--- config.mk ---
export PLATFORM = sky130hd
export DESIGN_NAME = pix_combine
export DESIGN_NICKNAME = d
export VERILOG_FILES = /design/src/rtl/pix_combine_pkg.sv /design/src/rtl/pix_combine_ctrl.sv /design/src/rtl/pix_combine_dp.sv /design/src/rtl/pix_combine.sv
export SDC_FILE = /design/constraint.sdc
export NUM_CORES = 2
export LEC_CHECK = 0
export ABC_CLOCK_PERIOD_IN_PS = 5320
export BUFFER_PORTS_ARGS = -buffer_cell sky130_fd_sc_hd__buf_2
export CAP_MARGIN = 20
export CORE_MARGIN = 3
export CORE_UTILIZATION = 45
export CTS_BUF_LIST = sky130_fd_sc_hd__clkbuf_8
export DETAILED_ROUTE_END_ITERATION = 7
export GPL_ROUTABILITY_DRIVEN = 1
export HOLD_SLACK_MARGIN = 0.06
export PLACE_DENSITY_LB_ADDON = 0.15
export SLEW_MARGIN = 15
export SYNTH_ARGS = -nofsm -noshare
export SYNTH_HDL_FRONTEND = slang
export SYNTH_HIERARCHICAL = 1
export SYNTH_SLANG_ARGS = --single-unit
--- constraint.sdc ---
create_clock -name clk -period 5.32 [get_ports clk]
set_clock_uncertainty 0.2 [all_clocks]
set_input_delay 0.266 -clock clk [delete_from_list [all_inputs] [get_ports clk]]
set_output_delay 0.266 -clock clk [all_outputs]
set_load 0.02 [all_outputs]
--- src/rtl/pix_combine_pkg.sv ---
package pix_combine_pkg;
  localparam int NUM_CH = 4;
  localparam int OP_W   = 4;
  localparam int SEL_W  = 3;

  typedef enum logic [OP_W-1:0] {
    OP_PASS   = 4'd0,  OP_AND    = 4'd1,  OP_SNOTD  = 4'd2,  OP_SRC    = 4'd3,
    OP_NSANDD = 4'd4,  OP_ZERO   = 4'd5,  OP_XOR    = 4'd6,  OP_OR     = 4'd7,
    OP_NOR    = 4'd8,  OP_XNOR   = 4'd9,  OP_NDST   = 4'd10, OP_SORND  = 4'd11,
    OP_NSRC   = 4'd12, OP_NSORD  = 4'd13, OP_NAND   = 4'd14, OP_ONES   = 4'd15
  } logicOp_e;

  typedef enum logic [SEL_W-1:0] {
    W_DST_A  = 3'd0,
    W_NDST_A = 3'd1,
    W_SRC_A  = 3'd2,
    W_NSRC_A = 3'd3,
    W_COEF   = 3'd4
  } weightSel_e;

  // Strobes from the pipeline control to the datapath registers.
  typedef struct packed {
    logic loadFirst;
    logic loadSecond;
  } pipeStb_t;
endpackage

--- src/rtl/pix_combine_ctrl.sv ---
module pix_combine_ctrl
  import pix_combine_pkg::*;
(
  input  logic     clk,
  input  logic     rst_n,
  input  logic     inValid,
  input  logic     outReady,
  output logic     inReady,
  output logic     outValid,
  output pipeStb_t stb
);
  logic firstValid, secondValid, advance;

  // The whole pipe moves unless a finished result is blocked downstream.
  assign advance = !(secondValid && !outReady);

  always_ff @(posedge clk or negedge rst_n) begin
    if (!rst_n) begin
      firstValid  <= 1'b0;
      secondValid <= 1'b0;
    end else if (advance) begin
      firstValid  <= inValid;
      secondValid <= firstValid;
    end
  end

  assign inReady        = advance;
  assign outValid       = secondValid;
  assign stb.loadFirst  = advance && inValid;
  assign stb.loadSecond = advance && firstValid;
endmodule

--- src/rtl/pix_combine_dp.sv ---
module pix_combine_dp
  import pix_combine_pkg::*;
#(
  parameter int CH_W = 8
) (
  input  logic                   clk,
  input  logic                   rst_n,
  input  pipeStb_t               stb,
  input  logic                   cfgBlend,
  input  logic [OP_W-1:0]        cfgColorOp,
  input  logic [OP_W-1:0]        cfgAlphaOp,
  input  logic [SEL_W-1:0]       cfgColXSel,
  input  logic [SEL_W-1:0]       cfgColYSel,
  input  logic [SEL_W-1:0]       cfgAlpXSel,
  input  logic [SEL_W-1:0]       cfgAlpYSel,
  input  logic [CH_W-1:0]        cfgCoefX,
  input  logic [CH_W-1:0]        cfgCoefY,
  input  logic [NUM_CH*CH_W-1:0] inDst,
  input  logic [NUM_CH*CH_W-1:0] inSrc,
  output logic [NUM_CH*CH_W-1:0] outPix
);
  localparam int PROD_W = 2 * CH_W;
  localparam int SUM_W  = PROD_W + 1;
  localparam int ALPHA  = NUM_CH - 1;
  localparam logic [SUM_W:0]  HALF = (SUM_W+1)'(1) << (CH_W - 1);
  localparam logic [CH_W-1:0] FULL = {CH_W{1'b1}};

  function automatic logic [CH_W-1:0] applyOp(input logic [OP_W-1:0] op,
                                               input logic [CH_W-1:0] s,
                                               input logic [CH_W-1:0] d);
    case (logicOp_e'(op))
      OP_PASS:   return d;
      OP_AND:    return s & d;
      OP_SNOTD:  return s & ~d;
      OP_SRC:    return s;
      OP_NSANDD: return ~s & d;
      OP_ZERO:   return '0;
      OP_XOR:    return s ^ d;
      OP_OR:     return s | d;
      OP_NOR:    return ~(s | d);
      OP_XNOR:   return ~(s ^ d);
      OP_NDST:   return ~d;
      OP_SORND:  return s | ~d;
      OP_NSRC:   return ~s;
      OP_NSORD:  return ~s | d;
      OP_NAND:   return ~(s & d);
      default:   return FULL;
    endcase
  endfunction

  function automatic logic [CH_W-1:0] pickWeight(input logic [SEL_W-1:0] sel,
                                                 input logic [CH_W-1:0] dA,
                                                 input logic [CH_W-1:0] sA,
                                                 input logic [CH_W-1:0] coef);
    case (sel)
      W_DST_A:  return dA;
      W_NDST_A: return FULL - dA;
      W_SRC_A:  return sA;
      W_NSRC_A: return FULL - sA;
      W_COEF:   return coef;
      default:  return '0;
    endcase
  endfunction

  function automatic logic [CH_W-1:0] rescale(input logic [SUM_W-1:0] p);
    logic [SUM_W:0] t;
    logic [SUM_W:0] q;
    t = {1'b0, p} + HALF;
    q = (t + (t >> CH_W)) >> CH_W;
    if (|q[SUM_W:CH_W]) return FULL;
    return q[CH_W-1:0];
  endfunction

  logic [CH_W-1:0] dstA, srcA;
  logic            firstBlend;

  assign dstA = inDst[ALPHA*CH_W +: CH_W];
  assign srcA = inSrc[ALPHA*CH_W +: CH_W];

  always_ff @(posedge clk or negedge rst_n) begin
    if (!rst_n)             firstBlend <= 1'b0;
    else if (stb.loadFirst) firstBlend <= cfgBlend;
  end

  for (genvar ch = 0; ch < NUM_CH; ch++) begin : g_chan
    localparam bit IS_ALPHA = (ch == ALPHA);
    logic [CH_W-1:0]  chDst, chSrc, wX, wY, opRes, firstOp, lastOut;
    logic [PROD_W-1:0] prodX, prodY;
    logic [SUM_W-1:0]  firstSum;

    assign chDst = inDst[ch*CH_W +: CH_W];
    assign chSrc = inSrc[ch*CH_W +: CH_W];
    assign opRes = applyOp(IS_ALPHA ? cfgAlphaOp : cfgColorOp, chSrc, chDst);
    assign wX    = pickWeight(IS_ALPHA ? cfgAlpXSel : cfgColXSel, dstA, srcA, cfgCoefX);
    assign wY    = pickWeight(IS_ALPHA ? cfgAlpYSel : cfgColYSel, dstA, srcA, cfgCoefY);
    assign prodX = {{CH_W{1'b0}}, wX} * {{CH_W{1'b0}}, chDst};
    assign prodY = {{CH_W{1'b0}}, wY} * {{CH_W{1'b0}}, chSrc};

    always_ff @(posedge clk or negedge rst_n) begin
      if (!rst_n) begin
        firstOp  <= '0;
        firstSum <= '0;
        lastOut  <= '0;
      end else begin
        if (stb.loadFirst) begin
          firstOp  <= opRes;
          firstSum <= {1'b0, prodX} + {1'b0, prodY};
        end
        if (stb.loadSecond)
          lastOut <= firstBlend ? rescale(firstSum) : firstOp;
      end
    end

    assign outPix[ch*CH_W +: CH_W] = lastOut;
  end
endmodule

--- src/rtl/pix_combine.sv ---
module pix_combine
  import pix_combine_pkg::*;
#(
  parameter int CH_W = 8
) (
  input  logic                   clk,
  input  logic                   rst_n,
  input  logic                   cfgBlend,
  input  logic [OP_W-1:0]        cfgColorOp,
  input  logic [OP_W-1:0]        cfgAlphaOp,
  input  logic [SEL_W-1:0]       cfgColXSel,
  input  logic [SEL_W-1:0]       cfgColYSel,
  input  logic [SEL_W-1:0]       cfgAlpXSel,
  input  logic [SEL_W-1:0]       cfgAlpYSel,
  input  logic [CH_W-1:0]        cfgCoefX,
  input  logic [CH_W-1:0]        cfgCoefY,
  input  logic                   inValid,
  output logic                   inReady,
  input  logic [NUM_CH*CH_W-1:0] inDst,
  input  logic [NUM_CH*CH_W-1:0] inSrc,
  output logic                   outValid,
  input  logic                   outReady,
  output logic [NUM_CH*CH_W-1:0] outPix
);
  pipeStb_t stb;

  pix_combine_ctrl u_ctrl (
    .clk(clk), .rst_n(rst_n), .inValid(inValid), .outReady(outReady),
    .inReady(inReady), .outValid(outValid), .stb(stb)
  );

  pix_combine_dp #(.CH_W(CH_W)) u_dp (
    .clk(clk), .rst_n(rst_n), .stb(stb), .cfgBlend(cfgBlend),
    .cfgColorOp(cfgColorOp), .cfgAlphaOp(cfgAlphaOp),
    .cfgColXSel(cfgColXSel), .cfgColYSel(cfgColYSel),
    .cfgAlpXSel(cfgAlpXSel), .cfgAlpYSel(cfgAlpYSel),
    .cfgCoefX(cfgCoefX), .cfgCoefY(cfgCoefY),
    .inDst(inDst), .inSrc(inSrc), .outPix(outPix)
  );
endmodule

Word-level counts from Yosys, hierarchy flattened
Index checks and enable logic that the tools add are counted.
{"block": "totals", "register_bits": 135, "in_bits": 105, "output_inout_bits": 34, "word_cells": 172}
{"block": "op_classes", "mux": 28, "n_eq_ne": 44, "n_mul": 8, "addsub": 14, "n_reduce_logical": 15, "bitwise": 48}
{"operator": "one-hot mux 8 bit (15 select lines)", "n": 4}
{"operator": "inverter 8 bit", "n": 20}
{"operator": "one-hot mux 8 bit (5 select lines)", "n": 4}
{"operator": "multiplier 8 x 8 -> 16 bit", "n": 8}
{"operator": "bitwise AND 8 bit", "n": 12}
{"operator": "2-to-1 mux 8 bit", "n": 12}
{"operator": "bitwise OR 8 bit", "n": 12}
{"operator": "adder 17 x 8 -> 18 bit (second input constant)", "n": 4}
{"operator": "adder 18 x 10 -> 18 bit", "n": 4}
{"operator": "adder 16 x 16 -> 17 bit", "n": 4}
{"operator": "== test 4 bit (second input constant)", "n": 14}
{"operator": "== test 4 x 3 -> 1 bit (second input constant)", "n": 8}
{"operator": "bitwise XOR 8 bit", "n": 4}
{"operator": "== test 3 x 2 -> 1 bit (second input constant)", "n": 8}
{"operator": "== test 4 x 2 -> 1 bit (second input constant)", "n": 4}
{"operator": "subtractor 8 bit (first input constant)", "n": 2}
{"operator": "== test 3 x 1 -> 1 bit (second input constant)", "n": 4}
{"operator": "== test 3 bit (second input constant)", "n": 4}
{"operator": "logical NOT 3 bit", "n": 4}
{"operator": "== test 4 x 1 -> 1 bit (second input constant)", "n": 2}
{"operator": "logical NOT 4 bit", "n": 2}
{"operator": "2-to-1 mux 1 bit", "n": 8}
{"operator": "OR reduction 2 bit", "n": 4}
{"operator": "logical AND 1 bit", "n": 3}
{"operator": "logical NOT 1 bit", "n": 2}

Logic depth before layout (Yosys ltp)
{"block": "depth", "word_depth": 7, "ltp_mapped": 26, "depth_no_buf": 23}

Modules after synthesis
The synthesis kept the hierarchy.
{"mod": "pix_combine_dp", "instances": 1, "seq_area_each_um2": 3328.2, "area_each_um2": 31089.8, "cells_each": 3708}
{"mod": "pix_combine_ctrl", "instances": 1, "seq_area_each_um2": 50.0, "area_each_um2": 101.3, "cells_each": 7}

Worst setup path before layout
Ideal clock, no wire load.
{"block": "synth_timing", "kind": "input port to flip-flop", "from": "in cfgColXSel[1]", "to": "reg u_dp.g_chan[0].firstSum[14]", "cell_stages": 23, "path_buffers": 3, "path_slack_ns": -1.322, "arrival_time_ns": 6.318, "required_ns": 4.995, "setup_time_ns": 0.125, "cell_sequence": "buf_2 nor3b_1 nand2_1 o21ai_0 clkbuf_1 nand2_1 fa_1 fa_1 inv_1 fa_1 fa_1 fa_1 inv_1 fa_1 inv_1 ha_1 clkbuf_1 o21ai_0 a211o_1 o211ai_1 o311ai_0 xnor2_1 mux2_2"}
{"block": "synth_between", "elab_chain_cells": 4, "word_cells_on_any_way": 8, "cone_classes": "add/sub: 1; mul: 1; eq/ne: 4; mux: 1; reduce/logical: 1"}
{"item": "start, declared", "line": "pix_combine.sv:11", "text": "input logic [SEL_W-1:0] cfgColXSel,"}
{"item": "== test 3 bit, or another cell as far along", "line": "pix_combine_dp.sv:55", "text": "case (sel)"}
{"item": "one-hot mux 8 bit (5 select lines) *", "line": "pix_combine_dp.sv:55"}
{"item": "multiplier 8 x 8 -> 16 bit *", "line": "pix_combine_dp.sv:96", "text": "assign prodX = {{CH_W{1'b0}}, wX} * {{CH_W{1'b0}}, chDst};"}
{"item": "adder 16 x 16 -> 17 bit *", "line": "pix_combine_dp.sv:107", "text": "firstSum <= {1'b0, prodX} + {1'b0, prodY};"}
{"item": "end signal, assigned", "line": "pix_combine_dp.sv:107"}
{"item": "end, declared", "line": "pix_combine_dp.sv:89", "text": "logic [SUM_W-1:0] firstSum;"}
Mark *: on every way between the ends. The rest lies on a longest branch, timed or not.
A chain may end at the register's enable or synchronous reset.

Worst setup path after layout
{"block": "layout_timing", "from": "in cfgColXSel[1]", "to": "reg u_dp.g_chan[1].firstSum[12]"}
{"block": "layout_between", "elab_chain_cells": 4, "word_cells_on_any_way": 8, "cone_classes": "add/sub: 1; mul: 1; eq/ne: 4; mux: 1; reduce/logical: 1"}
{"item": "== test 3 bit, or another cell as far along", "line": "pix_combine_dp.sv:55"}
{"item": "one-hot mux 8 bit (5 select lines) *", "line": "pix_combine_dp.sv:55"}
{"item": "multiplier 8 x 8 -> 16 bit *", "line": "pix_combine_dp.sv:96"}
{"item": "adder 16 x 16 -> 17 bit *", "line": "pix_combine_dp.sv:107"}
{"item": "end signal, assigned", "line": "pix_combine_dp.sv:107"}
{"item": "end, declared", "line": "pix_combine_dp.sv:89"}
Marks and branches as above.

==> results.md <==
- Synth Instances: 3715
- Hold wc startpoint: inDst[12]
- Worst-margin pin slew: 1180 ps
- Drt via density: 5.60
- Internal power: 12.4 mW
- Clock tree buffer depth: 2
- DRC: 0
- Finished Layout Cells: approximately 5300
- Crit path required time: ~5600 ps
- Crit share post-route: 1.12
- Core Area: 67900 sq um
- Sequential share of power: 0.083
- YS warnings: 6
- Layout area overhead: 30.4%
- VDD IR-drop max: 0.935 mV
- Drt total wl: 118000 microns
- Worst relative slew slack: 0.208
- Number of enable flip-flop cells after synthesis: 0
- Crit Reg-Reg Startpoint: u_dp/g_chan[0].firstSum[7]
- Seq/Total Area, Yosys: 0.108
- Mean cell area of the mapped netlist: 8.40 sq um
- Worst R2R Setup Slack: between 1000 and 1500 ps
- Post-detail-place hpwl: 94400 microns
- Yosys reg bits: about 140
- Final setup margin: -623 ps
- GP Congestion: 1.05
- Outcome: complete, but fails checks
- Setup CP Type: primary input to flip-flop
- Crit-path max FO: 8
- Max Slew Vio Count: 0
- Final core utilization: 0.599
- Initial antenna violation count: 2
- Crit path from: cfgColXSel[1]
- Post-synth ARST share: 1.00
- Total leakage power: between 20 and 25 nW
- Switch share: 0.488
- 1st-pass router iterations: 5
- Sw power: 11.9 mW
- H-tree lvl count: 4
- Max Cap Viol: 0
- Arrival time of the worst setup path: a little over 6000 ps
- Worst skew pair latency: 560 ps
- Initial Util: 0.460
- CTS Buf Count: 17
- Clk network pwr share: 0.039
- Clk sinks: 135
- Die Width: 269 microns
- Crit path launch type: primary input
- Largest net degree at the start of global routing: between 90 and 100
- CTS clock-pin slew for the worst setup and hold paths: 100 ps
- Layout Nets: 5270
- Violations in the final reports: setup timing
- DRT antenna net count: 0
- Share of cells above drive strength 1: 0.284
- Die ar.: 72500 sq um
- First-pass GRT wire length: 177000 microns
- Hold WC Path Type: primary input to flip-flop
- Fillers: between 6000 and 7000
- Main flop type after synthesis: dfrtp_1
- Fmax: 168 MHz
- Placed cells: 5115
- Vias in the first global route: between 20000 and 30000
- Synth unique cells: 88
- Crit end category: flip-flop
- DR WL/cell: 22.3 microns
- CTS tree: yes
- Final Hold Viols: 0
- Grt total ovfl: 0
- Setup Viol. Count Final: 38
- FP Rows: between 90 and 100
- Netlist Area Pre-Place: 31200 sq um
- Clock Tree Root: clkbuf_8
- Tmin final: between 5000 and 6000 ps
- Total global-route track usage: 0.317
- Net Count, Synth: 4636
- Die Ht: around 270 microns
- Tot Pwr: 24.3 mW
- Via count: 29600
- Power share of the combinational group: 0.878
- Power Dens Cells: approximately 600 nW/um^2
- RSZ-0062 raised after global routing: yes
- Hold slack: 157 ps
- I/O Buffers: 138
- Top-Level Pins: 139
- DR iter-0 viols: 2439
-- power groups by stage --
stage	combinational [mW]	clock, mW	sequential (mW)
floorplan	11.6	0	1.89
CTS	19.6	0.988	2.01
detailed placement	17.7	0	2.03
global route	23.3	1.02	2.06
finish	21.3	0.951	2.02
global placement	17.5	0	2.03
-- sequential cells by signal, summed over array words and instances, names as in the netlist --
name and cells:
u_dp/g_chan.firstOp 32, u_dp/g_chan.lastOut 32, u_dp/g_chan.firstSum 68, u_dp/firstBlend 1
u_ctrl/firstValid 1, u_ctrl/outValid 1
-- what timing repair did --
action / 4_1_cts / 5_1_grt
cloned: 4 / 3
resized for setup: 226 / 233
hold endpoints to repair: 99 / 0
endpoints found under the setup margin: 42 / 43
hold buffers: 9 / 0
pin swaps: 108 / 166
setup buffers: 71 / 63
-- layer usage --
metal,GRT usage,routed length [microns]
met5,0,0
met4,0.133,5940
met3,0.0525,9180
met1,0.425,49100
met2,0.511,53700
-- through the flow --
step / worst slack (ps) / setup TNS (ps) / area [sq um]
4_1_cts: -457 / -10740 / 39300
6_report: -623 / -13830 / 40700
3_3_place_gp: -1310 / -46740 / 37200
2_1_floorplan: -644 / -14290 / 32200
3_5_place_dp: -1310 / -46440 / 37200
5_1_grt: -752 / -18930 / 40700
-- critical path, stage by stage --
cell and delay, ps:
buf_12 130, buf_8 130, mux2i_4 190, xor2_2 160
o21ai_4 210, buf_6 130, buf_12 140, nand2_4 60
fa_1 500, fa_2 590, inv_2 40, fa_1 490
fa_1 440, fa_1 520, inv_2 50, fa_2 570
inv_2 60, ha_4 150, or4_4 500, o211ai_1 140
o21bai_1 130, buf_4 150, xor2_1 160, mux2_4 260
-- cells in the final DEF (no fill, tap or decap), types with 20 or more instances in the layout --
master    instances
o211ai_1         23
and2_1           24
ha_1            392
nand4_1          23
buf_12           51
nand2_1         266
fa_2             33
buf_6            69
inv_2            54
a31oi_1          28
nand2b_1         50
o221ai_1         20
xor2_1           37
mux2_2           44
ha_4             30
buf_2           117
xnor2_1          69
nor2_1          428
a22oi_1          28
nand2b_4         23
dfrtp_1         135
nand3_1          34
a21oi_1         102
o22ai_1          42
inv_1           582
a21o_1           26
fa_1            355
buf_4           508
mux2i_1          55
nor2_2           46
nor3_1           29
o21ai_0         109
a221oi_1         27
-- path summary, 6_finish.rpt --
check	end	depth (start not counted)
worst max-delay path	u_dp/g_chan[1].firstSum[12]	24
worst min-delay path	u_dp/g_chan[1].firstOp[4]	5
worst max register to register	u_dp/g_chan[0].lastOut[7]	10
worst min register to register	u_ctrl/outValid	1
max in group asynchronous	u_dp/g_chan[0].firstSum[15]	3
min in group asynchronous	u_ctrl/outValid	2
-- layout make-up --
type	instances	area [sq um]	area share
Timing Repair Buffer	770	6590	0.162
Clock inverter	15	163	0.00400
Inverter	650	2450	0.0601
Sequential cell	135	3380	0.0830
Tap cell	921	1150	0.0283
Multi-Input combinational cell	2775	26700	0.657
Antenna cell	2	5.00	0.000123
Clock buffer	17	234	0.00575
-- cell families after synthesis --
| family | Yosys count | synth area share |
|---|---|---|
| AO/OA/AOI/OAI | 638 | 0.139 |
| XOR/XNOR | 122 | 0.0350 |
| adder cells (fa/ha/maj) | 816 | 0.421 |
| buffers and inverters | 805 | 0.0978 |
| flip-flops | 135 | 0.108 |
| multiplexers | 136 | 0.0483 |
| AND/OR/NAND/NOR | 1063 | 0.151 |
-- cell usage after synthesis (7+ instances only) --
cell type	instances	area share
inv_1	636	0.077
nor2_1	488	0.059
ha_1	428	0.17
fa_1	388	0.25
nand2_1	288	0.035
dfrtp_1	135	0.11
o21ai_0	132	0.021
clkbuf_1	121	0.015
a21oi_1	117	0.019
xnor2_1	80	0.022
mux2i_1	76	0.024
nand2b_1	72	0.014
mux2_2	52	0.019
a22oi_1	46	0.011
o22ai_1	42	0.0084
xor2_1	39	0.011
nand3_1	36	0.0058
and2_1	35	0.0070
nor3_1	35	0.0056
a31oi_1	32	0.0064
a221oi_1	27	0.0076
a21o_1	26	0.0063
a211oi_1	24	0.0058
nand4_1	23	0.0046
o211ai_1	23	0.0055
buf_2	20	0.0032
o221ai_1	20	0.0056
o21a_1	18	0.0043
nor2b_1	16	0.0032
o22a_1	14	0.0039
o32a_1	14	0.0045
or3_1	14	0.0028
buf_1	13	0.0016
clkinv_1	12	0.0014
a22o_1	10	0.0028
a32oi_1	9	0.0025
o31ai_1	8	0.0019
a41oi_1	7	0.0020
nor4_1	7	0.0014
Note: power is estimated with default switching activity, not from simulation.
